==> src/rtl/sleep_wdt_pkg.sv <==
// Package: shared select encoding and sizing for the sleep interval timer.
// Assumes a 2-bit select field; every code maps to a power-of-two interval.
package sleep_wdt_pkg;
    localparam int SEL_W = 2;
    localparam int NUM_CODES = 1 << SEL_W;

    typedef logic [SEL_W-1:0] ivl_sel_t;

    typedef enum logic [SEL_W-1:0] {
        IVL_SHORTEST = 2'b00,
        IVL_SHORT    = 2'b01,
        IVL_LONG     = 2'b10,
        IVL_LONGEST  = 2'b11
    } ivl_code_e;
endpackage

==> src/rtl/sws_interval_sel.sv <==
// Module: sws_interval_sel
// Holds the active interval select and provides the terminal count of the
// active interval. The select input is taken only on an interval wrap, so a
// running interval keeps its length. Assumes BASE_LOG2 + STEP_LOG2*3 < 31.
module sws_interval_sel
    import sleep_wdt_pkg::*;
#(
    parameter int BASE_LOG2 = 6,
    parameter int STEP_LOG2 = 3,
    parameter int CNT_W     = BASE_LOG2 + STEP_LOG2 * (NUM_CODES - 1)
) (
    input  logic             clk,
    input  logic             rst_n,
    input  ivl_sel_t         sel_in,
    input  logic             wrap,
    output ivl_sel_t         sel_act,
    output logic [CNT_W-1:0] last_cnt
);
    logic [CNT_W-1:0] term_tbl [NUM_CODES];

    // One terminal count per select code, derived from the sizing parameters.
    for (genvar i = 0; i < NUM_CODES; i++) begin : g_term
        assign term_tbl[i] = CNT_W'((32'd1 << (BASE_LOG2 + STEP_LOG2 * i)) - 32'd1);
    end

    // Latch a new select only when the current interval completes.
    always_ff @(posedge clk) begin
        if (!rst_n) begin
            sel_act <= IVL_SHORTEST;
        end else if (wrap) begin
            sel_act <= sel_in;
        end
    end

    // Terminal count of the interval now running.
    always_comb begin
        last_cnt = term_tbl[sel_act];
    end

    AST_SEL_HOLD_MIDWAY: assert property (@(posedge clk) disable iff (!rst_n)
        !wrap |=> $stable(sel_act));
    AST_SEL_TAKEN_AT_WRAP: assert property (@(posedge clk) disable iff (!rst_n)
        wrap |=> sel_act == $past(sel_in));
endmodule

==> src/rtl/sws_tick_counter.sv <==
// Module: sws_tick_counter
// Counts low-speed ticks up to a supplied terminal count. It raises a
// combinational wrap strobe on the completing tick and a registered one-clock
// wake pulse after it. Assumes the terminal count only changes on a wrap.
module sws_tick_counter #(
    parameter int CNT_W = 15
) (
    input  logic             clk,
    input  logic             rst_n,
    input  logic             tick,
    input  logic [CNT_W-1:0] last_cnt,
    output logic             wrap,
    output logic             wake_pulse
);
    logic [CNT_W-1:0] cnt_q;

    // The completing tick of the running interval.
    always_comb begin
        wrap = tick && (cnt_q == last_cnt);
    end

    // Advance on each tick, return to zero on completion.
    always_ff @(posedge clk) begin
        if (!rst_n) begin
            cnt_q <= '0;
        end else if (wrap) begin
            cnt_q <= '0;
        end else if (tick) begin
            cnt_q <= cnt_q + 1'b1;
        end
    end

    // Register the completion into a single-clock wake pulse.
    always_ff @(posedge clk) begin
        if (!rst_n) begin
            wake_pulse <= 1'b0;
        end else begin
            wake_pulse <= wrap;
        end
    end

    AST_CNT_IDLE_NO_TICK: assert property (@(posedge clk) disable iff (!rst_n)
        !tick |=> $stable(cnt_q));
    AST_WAKE_SINGLE: assert property (@(posedge clk) disable iff (!rst_n)
        wake_pulse |=> !wake_pulse);
    AST_CNT_IN_RANGE: assert property (@(posedge clk) disable iff (!rst_n)
        cnt_q <= last_cnt);
endmodule

==> src/rtl/sws_wdt.sv <==
// Module: sws_wdt
// Watchdog that counts interval completions. It fires a one-clock reset
// pulse on completion number WDT_LIMIT since the last clear, enable or
// firing. A clear wins over a completion in the same clock. Assumes
// WDT_LIMIT >= 2.
module sws_wdt #(
    parameter int WDT_LIMIT = 3
) (
    input  logic clk,
    input  logic rst_n,
    input  logic en,
    input  logic clr,
    input  logic boundary,
    output logic wdt_rst
);
    localparam int WCW = $clog2(WDT_LIMIT);
    localparam logic [WCW-1:0] LAST = WCW'(WDT_LIMIT - 1);

    logic [WCW-1:0] wcnt_q;
    logic           fire;

    // Fire when the final completion lands with no clear pending.
    always_comb begin
        fire = en && !clr && boundary && (wcnt_q == LAST);
    end

    // Completion count: held at zero when disabled, zeroed by clear or firing.
    always_ff @(posedge clk) begin
        if (!rst_n) begin
            wcnt_q <= '0;
        end else if (!en || clr || fire) begin
            wcnt_q <= '0;
        end else if (boundary) begin
            wcnt_q <= wcnt_q + 1'b1;
        end
    end

    // Register the firing into a single-clock reset pulse.
    always_ff @(posedge clk) begin
        if (!rst_n) begin
            wdt_rst <= 1'b0;
        end else begin
            wdt_rst <= fire;
        end
    end

    AST_WDT_OFF_ZERO: assert property (@(posedge clk) disable iff (!rst_n)
        !en |=> (wcnt_q == '0) && !wdt_rst);
    AST_WDT_CLR_ZERO: assert property (@(posedge clk) disable iff (!rst_n)
        clr |=> (wcnt_q == '0) && !wdt_rst);
    AST_WDT_NO_OVERFLOW: assert property (@(posedge clk) disable iff (!rst_n)
        wcnt_q <= LAST);
    AST_WDT_SINGLE: assert property (@(posedge clk) disable iff (!rst_n)
        wdt_rst |=> !wdt_rst && (wcnt_q == '0));
endmodule

==> src/rtl/sleep_wdt_timer.sv <==
// Module: sleep_wdt_timer (top)
// Sleep interval timer with a watchdog locked to the selected interval.
// Assumes tick is a one-clock enable synchronous to clk and that reset is
// synchronous and active low.
module sleep_wdt_timer
    import sleep_wdt_pkg::*;
#(
    parameter int BASE_LOG2 = 6,
    parameter int STEP_LOG2 = 3,
    parameter int WDT_LIMIT = 3
) (
    input  logic             clk,
    input  logic             rst_n,
    input  logic             tick,
    input  logic [SEL_W-1:0] ivl_sel,
    input  logic             wdt_en,
    input  logic             wdt_clr,
    output logic             wake_pulse,
    output logic             wdt_rst_pulse
);
    localparam int CNT_W = BASE_LOG2 + STEP_LOG2 * (NUM_CODES - 1);

    ivl_sel_t         sel_act;
    logic [CNT_W-1:0] last_cnt;
    logic             wrap;

    sws_interval_sel #(
        .BASE_LOG2 (BASE_LOG2),
        .STEP_LOG2 (STEP_LOG2),
        .CNT_W     (CNT_W)
    ) u_sel (
        .clk      (clk),
        .rst_n    (rst_n),
        .sel_in   (ivl_sel),
        .wrap     (wrap),
        .sel_act  (sel_act),
        .last_cnt (last_cnt)
    );

    sws_tick_counter #(
        .CNT_W (CNT_W)
    ) u_cnt (
        .clk        (clk),
        .rst_n      (rst_n),
        .tick       (tick),
        .last_cnt   (last_cnt),
        .wrap       (wrap),
        .wake_pulse (wake_pulse)
    );

    sws_wdt #(
        .WDT_LIMIT (WDT_LIMIT)
    ) u_wdt (
        .clk      (clk),
        .rst_n    (rst_n),
        .en       (wdt_en),
        .clr      (wdt_clr),
        .boundary (wrap),
        .wdt_rst  (wdt_rst_pulse)
    );

    AST_WDT_WITH_WAKE: assert property (@(posedge clk) disable iff (!rst_n)
        wdt_rst_pulse |-> wake_pulse);
    AST_NO_TICK_NO_WAKE: assert property (@(posedge clk) disable iff (!rst_n)
        !tick |=> !wake_pulse && !wdt_rst_pulse);
endmodule

==> config.mk <==
export PLATFORM = sky130hd
export DESIGN_NAME = sleep_wdt_timer
export DESIGN_NICKNAME = d
export VERILOG_FILES = /design/src/rtl/sleep_wdt_pkg.sv /design/src/rtl/sws_interval_sel.sv /design/src/rtl/sws_tick_counter.sv /design/src/rtl/sws_wdt.sv /design/src/rtl/sleep_wdt_timer.sv
export SDC_FILE = /design/constraint.sdc
export NUM_CORES = 1
export LEC_CHECK = 0
export ABC_AREA = 1
export CAP_MARGIN = 20
export CORE_MARGIN = 2
export CORE_UTILIZATION = 35
export CTS_CLUSTER_DIAMETER = 200
export DETAILED_ROUTE_END_ITERATION = 16
export GPL_TIMING_DRIVEN = 0
export PLACE_DENSITY_LB_ADDON = 0.12
export SLEW_MARGIN = 20
export SYNTH_ARGS = -nofsm -noshare
export SYNTH_HDL_FRONTEND = slang
export SYNTH_HIERARCHICAL = 1
export SYNTH_SLANG_ARGS = --single-unit
==> constraint.sdc <==
create_clock -name clk -period 1.7 [get_ports clk]
set_input_delay 0.255 -clock clk [delete_from_list [all_inputs] [get_ports clk]]
set_output_delay 0.255 -clock clk [all_outputs]
set_load 0.005 [all_outputs]
* Yosys cells after proc, flatten, opt, wreduce, memory -nomap -nowiden
Index checks and enable logic that the tools add are counted.
** Word-level totals
- Register bits after elaboration :: 21
- Bits of input ports :: 7
- Output and inout port bits :: 2
** Operators by class
- Add/subtract/negate cells :: 2
- $lt $le $gt $ge :: 1
- Equality and inequality tests :: 2
- Mux-type cells :: 3
- Bitwise gates (word level) :: 2
- Reductions and logical operators :: 10
** Operator list (count)
- 15-bit binary-select mux with 2-bit select :: 1
- 15-bit two-way mux :: 2
- 15-bit by 1-bit adder with 15-bit output, second input constant :: 1
- 15-bit equality test :: 1
- 1-bit logical AND :: 4
- 2-bit OR reduction :: 2
- 3-bit greater-or-equal comparator, second input constant :: 1
- 2-bit NOT with 3-bit output :: 1
- 2-bit by 1-bit adder with 2-bit output, second input constant :: 1
- 2-bit equality test, second input constant :: 1
- 1-bit zero test :: 2
- 1-bit logical OR :: 2
- 1-bit NOT :: 1

* Logic depth before layout (Yosys ltp)
- Word-level depth :: 10
- Mapped depth :: 16
- Mapped depth without buffers :: 15

* Cells and area by module
Netlist, hierarchy kept.
** Modules (own cells, without submodules)
- sws_tick_counter :: times used 1, cells each 186, area each 1111.1 um^2, sequential area each 320.3 um^2
- sws_interval_sel :: times used 1, cells each 29, area each 192.7 um^2, sequential area each 40.0 um^2
- sws_wdt :: times used 1, cells each 19, area each 137.6 um^2, sequential area each 60.1 um^2

* Worst setup path after synthesis
No wires, ideal clock.
- Path type :: register to register
- Start :: reg u_sel.sel_act[1]
- End :: reg u_wdt.wcnt_q[0]
- Setup time :: 0.116 ns
- Data arrival time :: 1.543 ns
- Data required time :: 1.584 ns
- Setup slack :: 0.041 ns
- Cell stages (with the launch flop) :: 13
- Path buffers :: 1
- Cell sequence :: dfxtp_1 > or2_1 > buf_4 > inv_1 > nor2_1 > nor2_1 > nand2_1 > nor2_2 > nand2_2 > inv_1 > nand2_1 > nand4_1 > nor2_1
** On the way
- Word-level cells in the longest chain between the ends :: 10
** RTL lines
- start: declaration :: RTL line sws_interval_sel.sv:16 : output ivl_sel_t sel_act,
- start signal: assignment :: RTL line sws_interval_sel.sv:31 : sel_act <= sel_in;
- 2-bit NOT with 3-bit output (not written as such) * :: RTL line sws_interval_sel.sv:37 : last_cnt = term_tbl[sel_act];
- 15-bit binary-select mux with 2-bit select * :: RTL line sws_interval_sel.sv:37
- 15-bit two-way mux (not written as such) * (2 in series) :: RTL line sws_interval_sel.sv:37
- named net last_cnt[6] :: RTL line sleep_wdt_timer.sv:24 : logic [CNT_W-1:0] last_cnt;
- 15-bit equality test * :: RTL line sws_tick_counter.sv:19 : wrap = tick && (cnt_q == last_cnt);
- 1-bit logical AND * :: RTL line sws_tick_counter.sv:19
- named net wrap :: RTL line sleep_wdt_timer.sv:25 : logic wrap;
- 1-bit logical AND (2 in series) :: RTL line sws_wdt.sv:24 : fire = en && !clr && boundary && (wcnt_q == LAST);
- 1-bit logical OR :: RTL line sws_wdt.sv:31 : end else if (!en || clr || fire) begin
- 2-bit OR reduction (no line)
- end signal: assignment :: RTL line sws_wdt.sv:34 : wcnt_q <= wcnt_q + 1'b1;
- end: declaration :: RTL line sws_wdt.sv:19 : logic [WCW-1:0] wcnt_q;
The timed path passes the listed nets; every way through them passes the cells marked *. The select of a mux whose other input is x is not followed.
A chain may end at the register's enable or synchronous reset.

* Worst setup path in the final report
- Start :: reg u_sel.sel_act[1]
- End :: reg u_cnt.cnt_q[0]
** On the way
- Word-level cells in the longest chain between the ends :: 7
** RTL lines
- 2-bit NOT with 3-bit output (not written as such) :: RTL line sws_interval_sel.sv:37
- 15-bit binary-select mux with 2-bit select :: RTL line sws_interval_sel.sv:37
- 15-bit two-way mux (not written as such) (2 in series) :: RTL line sws_interval_sel.sv:37
- named net last_cnt[6] :: RTL line sleep_wdt_timer.sv:24
- 15-bit equality test :: RTL line sws_tick_counter.sv:19
- 1-bit logical AND :: RTL line sws_tick_counter.sv:19
- 2-bit OR reduction (no line)
- end signal: assignment :: RTL line sws_tick_counter.sv:29 : cnt_q <= cnt_q + 1'b1;
- end: declaration :: RTL line sws_tick_counter.sv:15 : logic [CNT_W-1:0] cnt_q;
The timed path passes the listed nets, and every way through them passes these cells. The select of a mux whose other input is x is not followed.

==> results.txt <==
- Clock insertion delay at the later pin of the skew report: roughly 0.26 ns
* Avg Vias per Cell: ~4.2
- Before antenna repair, the detailed router went through 4 iterations.
* Hold worst-path end: u_cnt/cnt_q[0]
- The final number of hold-violating endpoints came to 0.
* Sequential Area: 427 sq um
* Critical Path, Cell by Cell: or2_4 > buf_6 > nand2_1 > nand2_1 > nor2_1 > nand2_1 > nor2_2 > nand2_2 > nand2_4 > clkbuf_16 > nor2_2
- The worst path needs 1.64 ns of the cycle, external delays included.
* Static leakage: 0.806 nW
- Per-cell routed wire length: about 9.4 um
* PD cells: 557 nW/um^2
- The worst hold path belongs to the class in2reg.
- Data on the critical path is required at its endpoint by roughly 1.9 ns.
- Critical register-to-register path endpoint: u_cnt/cnt_q[0]
* Clock-pin slew on the worst setup and hold paths: roughly 0.08 ns
- Number of global-route vias before repair: 1083
- Based on the critical path, the design can be clocked at up to about 610 MHz.
* Startpoint class of the critical path: register
* Area added between synthesis and finish: 20.7%
- After floorplanning, the core was divided into 23 placement rows.
- IO buf count: 7
- For this block, the initial DRC count from the detailed router was 43.
- Count of buffer and inverter cells on the critical path: 2
- TritonCTS clock tree: done
* Worst Path Max Fanout: 5
- Layer with the highest usage: met2
- The worst path meets setup with 0.0580 ns of slack.
- For this run, the slowest stage of the critical path takes between 0.3 and 0.4 ns.
* Overall power of the completed layout: a little under 0.001 W
- Starting density of the core: 36.1%
- Synthesis produced 233 cells.
- The final route contains between 1000 and 1500 vias.
- For this run, the number of Yosys warnings is 6.
- The tree is rooted in a clkbuf_8.
- GR Util met1: 17.9%
- Die H: between 60 and 70 um
- The run finished with clean final reports.
- # Max-Cap Violations: 0
- CORE AREA: slightly below 4000 sq um
- GRT Residual Overflow: 0
- The number of cells on the worst reg-to-reg path is 11.
* Worst hold path depth: 4
- The number of clock buffers added by TritonCTS is 3.
- Global-route usage over all layers: between 10% and 20%
- Top-level port count: 9
- First-pass GRT wire length: ~4.7 mm
* Pre-CTS worst setup slack: -0.212 ns
* CTS HTree Levels: 1
* Unrepaired setup endpoints after global routing: yes
* Final period util: 96.6%
- The clock passes through at most 2 buffers.
* Die X-Extent: 68.0 um
* VDD IR-drop max: ~0.00036 V
- Setup slack of the worst register-to-register path: ~0.058 ns
- Cells with a size suffix above 1 make up 21.5% of the layout.
- Entering global routing, the biggest net connects 12 pins.
- Full die area: between 4000 and 5000 sq um
* Routed WL: between 2 and 3 mm
* Clock skew after layout: around 0.0012 ns
- Global placer's final weighted congestion: between 0.8 and 0.9
* Endpoint type of the worst setup path: register
* Worst setup path start: u_sel/sel_act[1]
* Cell with the largest stage delay on the worst path: dfxtp_4
- By instance count, the cell type seen most on the critical path is nand2_1.
- Source of the worst hold timing path: tick
* Number of nets in the finished design: 266
- The worst setup path is of the reg2reg kind.
* Total of fill cells in the finished design: 440
- Met3 demand-to-capacity share in global routing: between 2 and 2.5%
* Remaining antenna violation count after routing: 0
- Family of cells with the greatest summed delay on the critical path: simple AND/OR/NAND/NOR gates
* Count of hold-fix buffers inserted at cts: 0
- Final-report max-slew violation count: 0
- Combined area of all synthesized cells: between 1000 and 1500 sq um
- The repair_antennas step left the layout with diodes totalling 0.
- Initial antenna violation count: 0
- Met2 Resource Use GR: 23.5%
- Footprint of the multi-input gates: roughly 760 sq um
- Detailed placement ended at an HPWL of roughly 2.2 mm.
- Startpoint of the worst register-to-register path: u_sel/sel_act[1]
* Remaining routing DRC violations: 0
* Final setup violating endpoints: 0
- Crit path DAT: 1.81 ns
- The clock drives 21 sinks.
- A synthesized cell averages ~6.2 sq um.
==> layout by cell type (no fill, tap or decap) <==
master / n
clkdlybuf4s50_1: 7
buf_4: 16
inv_4: 1
a21oi_1: 1
inv_1: 36
nor3_1: 4
buf_12: 1
dfxtp_4: 1
buf_6: 3
inv_2: 7
dfxtp_1: 18
nand2_2: 3
conb_1: 6
nand2_4: 1
o21ai_0: 3
nand2_1: 72
nand3_1: 8
nor2_4: 2
xor2_1: 9
xnor2_1: 1
clkbuf_1: 1
nor2_2: 13
nand4_1: 3
or2_4: 1
clkbuf_8: 3
clkbuf_16: 1
nor2_1: 30
ha_1: 2
dfxtp_2: 2
==> repair_timing <==
action / 4_1_cts / 5_1_grt
endpoints found under the setup margin: 15 / 19
pin swaps: 2 / 11
buffers inserted: 5 / 1
cloned: 0 / 1
resized for setup: 6 / 8
==> worst min-delay path, delay by kind of cell <==
family	cells	cell delay (ns)
buffers and inverters	1	0.13
AND/OR/NAND/NOR	3	0.19
==> layout make-up <==
class | count | area share (%)
clock buffer | 4 | 2.60
tap | 50 | 3.62
sequential | 21 | 24.7
multi-input combinational | 159 | 43.9
inverter | 44 | 9.69
timing repair buffer | 14 | 8.32
buffer | 14 | 7.23
==> power breakdown <==
group / switching [W] / internal (W)
combinational: 0.0000562 / 0.0000609
clock: 0.000178 / 0.000167
sequential: 0.00000659 / 0.000495
total: 0.000241 / 0.000723
==> worst max path at each step <==
stage                            endpoint  slack (ns)  depth (start not counted)
after global placement    u_wdt/wcnt_q[1]       -0.22                         12
after CTS                 u_wdt/wcnt_q[0]        0.02                         12
after detailed placement  u_wdt/wcnt_q[1]       -0.21                         13
after floorplan           u_wdt/wcnt_q[0]        0.05                         12
final                      u_cnt/cnt_q[0]        0.06                         11
after global routing      u_wdt/wcnt_q[0]       -0.09                         12
==> state kept, by name, indices dropped and copies added (netlist names) <==
register and cells:
u_sel/sel_act 2, u_wdt/wcnt_q 2, u_wdt/wdt_rst 1, u_cnt/wake_pulse 1
u_cnt/cnt_q 15
==> per-layer routing <==
metal	up-vias	routed length, um
li1	706	-
met1	567	1390
met2	18	1380
met3	0	94
met4	0	0
met5	-	0
==> stage by stage <==
step | instances | TNS (ns) | hold WS [ns] | utilization [%] | instance area (sq um)
finish | 306 | 0 | 0.340 | 43.6 | 1730
global route | 306 | -0.630 | 0.357 | 43.6 | 1730
CTS | 304 | 0 | 0.319 | 42.2 | 1680
detailed placement | 295 | -1.22 | 0.479 | 39.9 | 1590
global placement | 295 | -1.29 | 0.476 | 39.9 | 1590
floorplan | 238 | 0 | 0.367 | - | 1450
(Power assumes the default switching activity.)
